--- src/rtl/fwd_pkg.sv ---
package fwd_pkg;

  typedef enum logic [1:0] {
    SRC_REGFILE = 2'b00,
    SRC_MEMWB   = 2'b01,
    SRC_EXMEM   = 2'b10
  } src_sel_e;

  localparam int unsigned SEL_W = 2;

endpackage

--- src/rtl/fwd_stage_match.sv ---
module fwd_stage_match #(
  parameter int unsigned AW = 5
) (
  input  logic          wr_en,
  input  logic [AW-1:0] wr_idx,
  input  logic [AW-1:0] src_idx,
  output logic          hit
);

  logic dst_nonzero;

  // register 0 reads as constant zero, so it is never a forwarding source
  assign dst_nonzero = |wr_idx;
  assign hit         = wr_en && dst_nonzero && (wr_idx == src_idx);

endmodule

--- src/rtl/fwd_prio_pick.sv ---
module fwd_prio_pick
  import fwd_pkg::*;
(
  input  logic     near_hit,
  input  logic     far_hit,
  output src_sel_e sel
);

  always_comb begin
    if (near_hit)     sel = SRC_EXMEM;
    else if (far_hit) sel = SRC_MEMWB;
    else              sel = SRC_REGFILE;
  end

endmodule

--- src/rtl/fwd_select_unit.sv ---
module fwd_select_unit
  import fwd_pkg::*;
#(
  parameter int unsigned AW = 5
) (
  input  logic          [AW-1:0]    src1_idx,
  input  logic          [AW-1:0]    src2_idx,
  input  logic                      ex_wr_en,
  input  logic          [AW-1:0]    ex_wr_idx,
  input  logic                      mem_wr_en,
  input  logic          [AW-1:0]    mem_wr_idx,
  output logic          [SEL_W-1:0] sel_a,
  output logic          [SEL_W-1:0] sel_b
);

  localparam int unsigned NSRC = 2;

  logic     [NSRC-1:0][AW-1:0] src_vec;
  logic     [NSRC-1:0]         near_hit;
  logic     [NSRC-1:0]         far_hit;
  src_sel_e                    sel_vec [NSRC];

  assign src_vec[0] = src1_idx;
  assign src_vec[1] = src2_idx;

  for (genvar g = 0; g < NSRC; g++) begin : g_opnd
    fwd_stage_match #(.AW(AW)) u_near (
      .wr_en   (ex_wr_en),
      .wr_idx  (ex_wr_idx),
      .src_idx (src_vec[g]),
      .hit     (near_hit[g])
    );

    fwd_stage_match #(.AW(AW)) u_far (
      .wr_en   (mem_wr_en),
      .wr_idx  (mem_wr_idx),
      .src_idx (src_vec[g]),
      .hit     (far_hit[g])
    );

    fwd_prio_pick u_pick (
      .near_hit (near_hit[g]),
      .far_hit  (far_hit[g]),
      .sel      (sel_vec[g])
    );
  end

  assign sel_a = sel_vec[0];
  assign sel_b = sel_vec[1];

endmodule

--- config.mk ---
export PLATFORM = sky130hd
export DESIGN_NAME = fwd_select_unit
export DESIGN_NICKNAME = d
export VERILOG_FILES = /design/src/rtl/fwd_pkg.sv /design/src/rtl/fwd_stage_match.sv /design/src/rtl/fwd_prio_pick.sv /design/src/rtl/fwd_select_unit.sv
export SDC_FILE = /design/constraint.sdc
export NUM_CORES = 1
export LEC_CHECK = 0
export ABC_AREA = 1
export CELL_PAD_IN_SITES_DETAIL_PLACEMENT = 1
export CELL_PAD_IN_SITES_GLOBAL_PLACEMENT = 1
export CORE_ASPECT_RATIO = 0.9
export CORE_MARGIN = 2
export CORE_UTILIZATION = 22
export DETAILED_ROUTE_END_ITERATION = 6
export PLACE_DENSITY = 0.92
export SLEW_MARGIN = 20
export SYNTH_ARGS = -nofsm -noshare
export SYNTH_HDL_FRONTEND = slang
export SYNTH_SLANG_ARGS = --single-unit
--- constraint.sdc ---
create_clock -name vclk -period 1
set_input_delay 0.2 -clock vclk [all_inputs]
set_output_delay 0.2 -clock vclk [all_outputs]
set_load 0.02 [all_outputs]
* Word-level counts from Yosys, hierarchy flattened
Cells that the tools add are included.
** Cells by class
- Eq/ne operators :: 4
- Muxes and demuxes :: 4
- Reduce and logical (&&, ||, !) cells :: 8
** Operators by type and width (count)
- 5-bit == test :: 4
- 5-bit OR reduction :: 2
- 1-bit logical AND :: 6
- 2-bit 2-to-1 mux :: 2
- 1-bit 2-to-1 mux :: 2
** Storage, ports and cells
- Flip-flop bits (word level) :: 0
- Bits of input ports :: 22
- Word-level logic and storage cells :: 16

* Depth between registers and ports, before layout
Gate-level depths: netlist of the first run.
- Depth after elaboration :: 5
- Gate-level depth with buffers :: 7
- Depth with buffers taken out :: 7

* Modules after synthesis
A second synthesis of the first run with hierarchy kept.
** Unflattened totals
- Cell total of the unflattened synthesis :: 122
- Area, all modules :: 500.5 µm²
** Modules (own cells, without submodules)
- fwd_stage_match :: instances 4, cells an instance 29, area each 116.4 µm², seq. area each 0.0 µm²
- fwd_prio_pick :: instances 2, cells an instance 3, area each 17.5 µm², seq. area each 0.0 µm²

* Worst setup path after synthesis of the first run
OpenSTA, ideal clock, no wires.
- Path type :: input to output
- Start point :: in src2_idx[1]
- End point :: out sel_b[0]
- Arrival :: 842 ps
- Data required time :: 800 ps
- Setup slack :: -42 ps
- Cell stages on the path :: 7
- Path buffers :: 0
- Path through :: inv_1 -> nand2_1 -> nand2_1 -> nand2_1 -> nor2_1 -> nand3_1 -> nor2_1
** On the way
- Word-level cells in the longest chain between the ends :: 4
- Elaborated cells between the ends (all ways) :: 6
- Classes of those cells :: 2 x eq/ne; 2 x mux; 2 x reduce/logical
** Ends and longest elaborated chain
- from (decl) :: line fwd_select_unit.sv:7 : input logic [AW-1:0] src2_idx,
- 5-bit == test :: line fwd_stage_match.sv:14 : assign hit = wr_en && dst_nonzero && (wr_idx == src_idx);
- 1-bit logical AND :: line fwd_stage_match.sv:14
- 1-bit 2-to-1 mux :: line fwd_prio_pick.sv:11 : else if (far_hit) sel = SRC_MEMWB;
- 2-bit 2-to-1 mux (*) :: line fwd_prio_pick.sv:10 : if (near_hit) sel = SRC_EXMEM;
- to (decl) :: line fwd_select_unit.sv:13 : output logic [SEL_W-1:0] sel_b
Every way passes the cells marked *; elsewhere a longest branch is shown, timed or not.

* Worst setup path after layout of the first run
- Start point :: in src1_idx[4]
- End point :: out sel_a[0]
** On the way
- Word-level cells in the longest chain between the ends :: 4
- Elaborated cells between the ends (all ways) :: 6
- Classes of those cells :: 2 x eq/ne; 2 x mux; 2 x reduce/logical
** Ends and longest elaborated chain
- from (decl) :: line fwd_select_unit.sv:6 : input logic [AW-1:0] src1_idx,
- 5-bit == test :: line fwd_stage_match.sv:14
- 1-bit logical AND :: line fwd_stage_match.sv:14
- 1-bit 2-to-1 mux :: line fwd_prio_pick.sv:11
- 2-bit 2-to-1 mux (*) :: line fwd_prio_pick.sv:10
- to (decl) :: line fwd_select_unit.sv:12 : output logic [SEL_W-1:0] sel_a,
Marked as above.

==> run_results.csv, run 1 <==
group,metric,value,unit
place,place_congestion,0.767,
finish,utilization,47.0,%
timing,setup_viol,4,
power,p_per_area,408,nW/um2
worst_setup_path,crit_path_top_delay_cell,"xnor2_2",
finish,multi_input_comb_area,408,um2
synthesis,ys_seq_area_share,0,%
power,max-vdd-ir-drop,0.173,mV
worst_setup_path,cp-end-kind,"primary output",
synthesis,yosysMostFrequentCell,"nand2_1",
place,placed_cells,127,
floorplanning,pin_count,26,
grt,grt_pass1_wl,2.19,mm
synthesis,synth_top_area_share,31.0,%
timing,max_slew_margin,89.5,%
place,dp_slack,-1.13,ns
grt,antenna_found_initial,0,
timing,slew_viol_final,0,
synthesis,synthTopCellsByArea,"nand2_1 31%, xnor2_1 16%, nor2_1 13%",
timing,rsz0062_at_grt,"yes",
finish,fill_cells,231,
detailed_routing,drt-initial-drc-count,2,
synthesis,synth_common_cells,"31 x nand2_1, 13 x nor2_1, 12 x inv_1",
finish,seq_cells,0,
timing,tightest_slew,0.157,ns
worst_setup_path,cp.required,0.80,ns
grt,grt_max_degree,5,
grt,grt-ovfl-total,0,
place,dp_hpwl,1.24,mm
timing,layout_setup_ws,-0.179,ns
synthesis,yosysTopAreaCell,"nand2_1",
worst_hold_path,hold_path_end,"sel_a[0]",
worst_hold_path,hold_path.class,"in2out",
synthesis,netlist_instances,79,
synthesis,synthesis.nets,101,
detailed_routing,via_per_inst,4.24,
worst_setup_path,cp_max_fo,2,
worst_setup_path,worst-setup-path-type,"in2out",
detailed_routing,drc,0,
synthesis,ys_warn_count,0,
finish,n_clock_buffer,0,
floorplanning,start_util,22.8,%
detailed_routing,via_count,538,
floorplanning,die_x,47.5,um
finish,area_growth,106,%
floorplanning,fp.dieH,43.2,um
worst_setup_path,cp_data_arrival_time,0.98,ns
floorplanning,die-area,2050,um2
status,violations,"negative setup slack",
worst_setup_path,cp.buffers_inverters,2,
timing,hold_violations,0,
detailed_routing,drtAntennaViolNets,0,
worst_setup_path,cp-start-kind,"input pin",
detailed_routing,first_pass_iters,4,
worst_hold_path,hold_start,"src1_idx[1]",
synthesis,syn_area_per_cell,4.75,um2
power,leakage,0.000405,uW
finish,insertedDiodeCount,0,
detailed_routing,routedWlPerCell,12.0,um
grt,grt_pass1_vias,548,
synthesis,syn-cell-area,375,um2
finish,drive_above_1_share,52.4,%
status,outcome,"complete, but fails checks",
finish,seq_area,0,um2
floorplanning,coreArea,1650,um2
finish,nets,127,
worst_setup_path,cp_cell_sequence,"buf_4, xnor2_2, nand2_1, nor2_1, nand2_1, nor2_2, buf_6",
finish,final_cells,127,
timing,period_needed,1.18,ns
synthesis,synth.distinct_cells,12,
timing,period_share,118,%
timing,fmaxAchievable,848,MHz
worst_hold_path,hold_path_depth,7,
detailed_routing,wirelength,1.53,mm
worst_setup_path,critical_path.max_stage_delay,0.16,ns
worst_setup_path,cpLargestDelayFamily,"simple AND/OR/NAND/NOR gates",
clocking,ctsHoldBuffers,0,
place,port_buffers,26,
run,cap_violations,0,
floorplanning,row_count,14,
timing,holdWs,0.850,ns
worst_setup_path,crit_top_cell,"nand2_1",
grt,track_usage,14.5,%
[logic make-up (layout without fill, tap and decap cells)]
kind of cell	Yosys count	in the layout	share of synthesized area, %
buf+inv	16	40	18.0
xor+xnor	11	11	25.7
compound gates	1	1	1.33
simple gates	51	51	55.0
[final cells by class]
cell class                 instances  area share (%)
timing repair buffer              26            36.0
tap                               24            3.88
inverter                          14            7.43
multi-input combinational         63            52.7
[cells in the final DEF (no fill, tap or decap), drive strengths merged]
cell type,synthesis,layout
buf,2,24
nand4,1,1
inv,14,14
nand3b,1,1
o21ai,1,1
xnor2,7,7
xor2,4,4
nor2,15,15
nand2,31,31
nand3,3,3
dlygate4sd2,0,2
[worst max-delay path by stage]
stage | start | endpoint | slack, ns | cells after the start
final | src1_idx[4] | sel_a[0] | -0.18 | 7
after global routing | src1_idx[4] | sel_a[0] | -0.26 | 7
after CTS | ex_wr_idx[0] | sel_b[0] | -0.17 | 9
after detailed placement | src1_idx[3] | sel_a[1] | -1.13 | 8
after global placement | src2_idx[2] | sel_b[1] | -1.04 | 8
after floorplan | src2_idx[1] | sel_b[0] | 0.02 | 7
[stage by stage]
stage | TNS (ns) | total power (uW) | area (um2)
after floorplan | 0 | 108 | 380
after global placement | -4.12 | 238 | 656
after detailed placement | -4.36 | 250 | 656
after CTS | -0.630 | 282 | 709
after global routing | -0.856 | 340 | 774
final | -0.596 | 316 | 774
[where the power goes]
part / internal (uW) / leakage, uW / switching (uW)
logic: 169 / 0.000405 / 146
clock network: 0 / 0 / 0
registers: 0 / 0 / 0
[tightest hold or removal path, stage by stage]
cell	delay, ns
buf_8	0.08
xnor2_1	0.05
nand2_1	0.06
nor2_1	0.03
nand2_1	0.07
nor2_2	0.04
buf_6	0.12
[metal layers]
metal / track usage (%) / vias up / share of wire, %
met4: 0 / 0 / 0
met2: 30.5 / 8 / 61
met1: 16.0 / 252 / 37
met3: 0 / 0 / 2.2
li1: - / 278 / -
met5: 0 / - / 0
[what timing repair did]
item,in CTS,in global routing
endpoints found under the hold margin,0,0
endpoints found under the setup margin,4,4
pin swaps,30,23
gates resized for setup,151,18
setup buffers,0,0
No activity file was read; power rests on OpenSTA's default activity.
==> inputs of run 2 (changes only) <==
--- a/config.mk
+++ b/config.mk
@@ -12,7 +12,9 @@
 export CORE_MARGIN = 2
 export CORE_UTILIZATION = 22
 export DETAILED_ROUTE_END_ITERATION = 6
+export MAX_ROUTING_LAYER = met4
 export PLACE_DENSITY = 0.92
+export REMOVE_ABC_BUFFERS = 1
 export SLEW_MARGIN = 20
 export SYNTH_ARGS = -nofsm -noshare
 export SYNTH_HDL_FRONTEND = slang
==> run 2 against run 1 <==
Effect of this change:
- the flow still finishes with violations (negative setup slack)
- non-clock buffer count stayed put
- sequential share of layout area stayed put
- wire length is 0.85% lower
- critical path type unchanged
==> run_results.csv, run 2 (synthesized netlist as in run 1, its figures left out) <==
group,metric,value,unit
place,dp_hpwl,1.31,mm
detailed_routing,via_count,536,
grt,grt_pass1_wl,2.37,mm
timing,fmaxAchievable,866,MHz
timing,setup_viol,4,
power,pwr-share-seq,0,%
place,placed_cells,127,
timing,slew_viol_final,0,
timing,layout_setup_ws,-0.155,ns
floorplanning,fp.dieH,43.2,um
timing,rsz0062_at_grt,"yes",
worst_setup_path,cp_max_fo,3,
power,pwr-share-comb,100.0,%
worst_setup_path,crit_top_cell,"nor2_1",
worst_setup_path,cp_cell_sequence,"buf_2, xor2_1, nor2_1, nand3_1, nor2_1, buf_4",
detailed_routing,first_pass_iters,2,
floorplanning,start_util,22.8,%
grt,grt_max_degree,5,
power,max-vdd-ir-drop,0.162,mV
detailed_routing,routedWlPerCell,11.9,um
finish,insertedDiodeCount,0,
place,placed_area,651,um2
status,violations,"negative setup slack",
detailed_routing,drc,0,
run,cap_violations,0,
finish,n_clock_buffer,0,
worst_hold_path,hold_path.class,"in2out",
finish,fill_cells,229,
grt,antenna_found_initial,0,
status,outcome,"complete, but fails checks",
power,p_int,157,uW
power,clkPwrFrac,0,%
power,total_power,292,uW
worst_setup_path,cp-end-kind,"primary output",
timing,max_slew_margin,90.3,%
finish,seq_cells,0,
finish,final_cells,127,
power,swShare,46.1,%
worst_setup_path,crit_path_top_delay_cell,"xor2_1",
clocking,postCtsSetupBuffers,0,
floorplanning,row_count,14,
finish,final_cell_mix,"22 x nand2_1, 11 x nor2_1, 9 x nand2_2",
timing,period_needed,1.16,ns
place,place_congestion,0.807,
power,p_per_area,401,nW/um2
finish,fin_area,728,um2
timing,tns,-0.496,ns
floorplanning,coreArea,1650,um2
clocking,ctsHoldBuffers,0,
finish,drive_above_1_share,50.5,%
detailed_routing,wirelength,1.52,mm
worst_setup_path,worst-setup-path-type,"in2out",
power,power.switching,135,uW
timing,hold_violations,0,
detailed_routing,drtAntennaViolNets,0,
finish,seq_area,0,um2
detailed_routing,via_per_inst,4.22,
detailed_routing,drt-initial-drc-count,7,
timing,period_share,116,%
finish,final_common_cell,"nand2_1",
worst_setup_path,cp_data_arrival_time,0.96,ns
grt,grt_pass1_vias,554,
floorplanning,die-area,2050,um2
timing,tightest_slew,0.145,ns
finish,area_growth,94.0,%
worst_setup_path,critical_path.max_stage_delay,0.16,ns
finish,nets,127,
floorplanning,pin_count,26,
place,dp_slack,-1.08,ns
worst_setup_path,cp.required,0.80,ns
floorplanning,die_x,47.5,um
grt,grt-ovfl-total,0,
grt,track_usage,16.1,%
power,leakage,0.000393,uW
place,port_buffers,26,
worst_setup_path,cp-start-kind,"input pin",
==> run 2: area by class of cell <==
class | instances | area (um2) | share of cell area [%]
inverters | 14 | 65.1 | 8.93
multi-input cells | 63 | 362 | 49.7
well taps | 24 | 30.0 | 4.12
repair buffers | 26 | 272 | 37.3
==> run 2: per-stage QoR <==
step	utilization (%)	hold WS [ns]
2_1_floorplan	-	0.568
3_5_place_dp	39.5	1.52
6_report	44.2	0.833
3_3_place_gp	39.5	1.51
5_1_grt	44.2	0.862
4_1_cts	41.6	0.859
==> run 2: final timing paths <==
kind | cells past startpoint | endpoint | from
setup / recovery | 6 | sel_b[0] | mem_wr_idx[4]
hold / removal | 5 | sel_a[1] | ex_wr_idx[4]
==> run 2: per-layer routing <==
metal	global-route usage (%)	vias to the layer above	part of all wire (%)	routed length, um
met5	-	-	0	0
met4	0	0	0	0
met3	0	0	1.1	16
met2	30.5	5	59	894
met1	19.7	250	40	604
li1	-	281	-	-
==> run 2: power by group through the flow <==
stage / combinational, uW / sequential, uW / clock [uW]
finish: 292 / 0 / 0
global route: 316 / 0 / 0
CTS: 271 / 0 / 0
detailed placement: 249 / 0 / 0
global placement: 239 / 0 / 0
floorplan: 105 / 0 / 0
==> run 2: worst max-delay path: cells and delay by family <==
kind,cells,cell delay [ns]
AND/OR/NAND/NOR,3,0.31
buffers and inverters,2,0.28
XOR/XNOR,1,0.16
==> run 2: repair_timing <==
item                                    CTS  global route
endpoints found under the hold margin     0             0
endpoints found under the setup margin    4             4
resized for setup                       146            17
pin swaps                                29            16
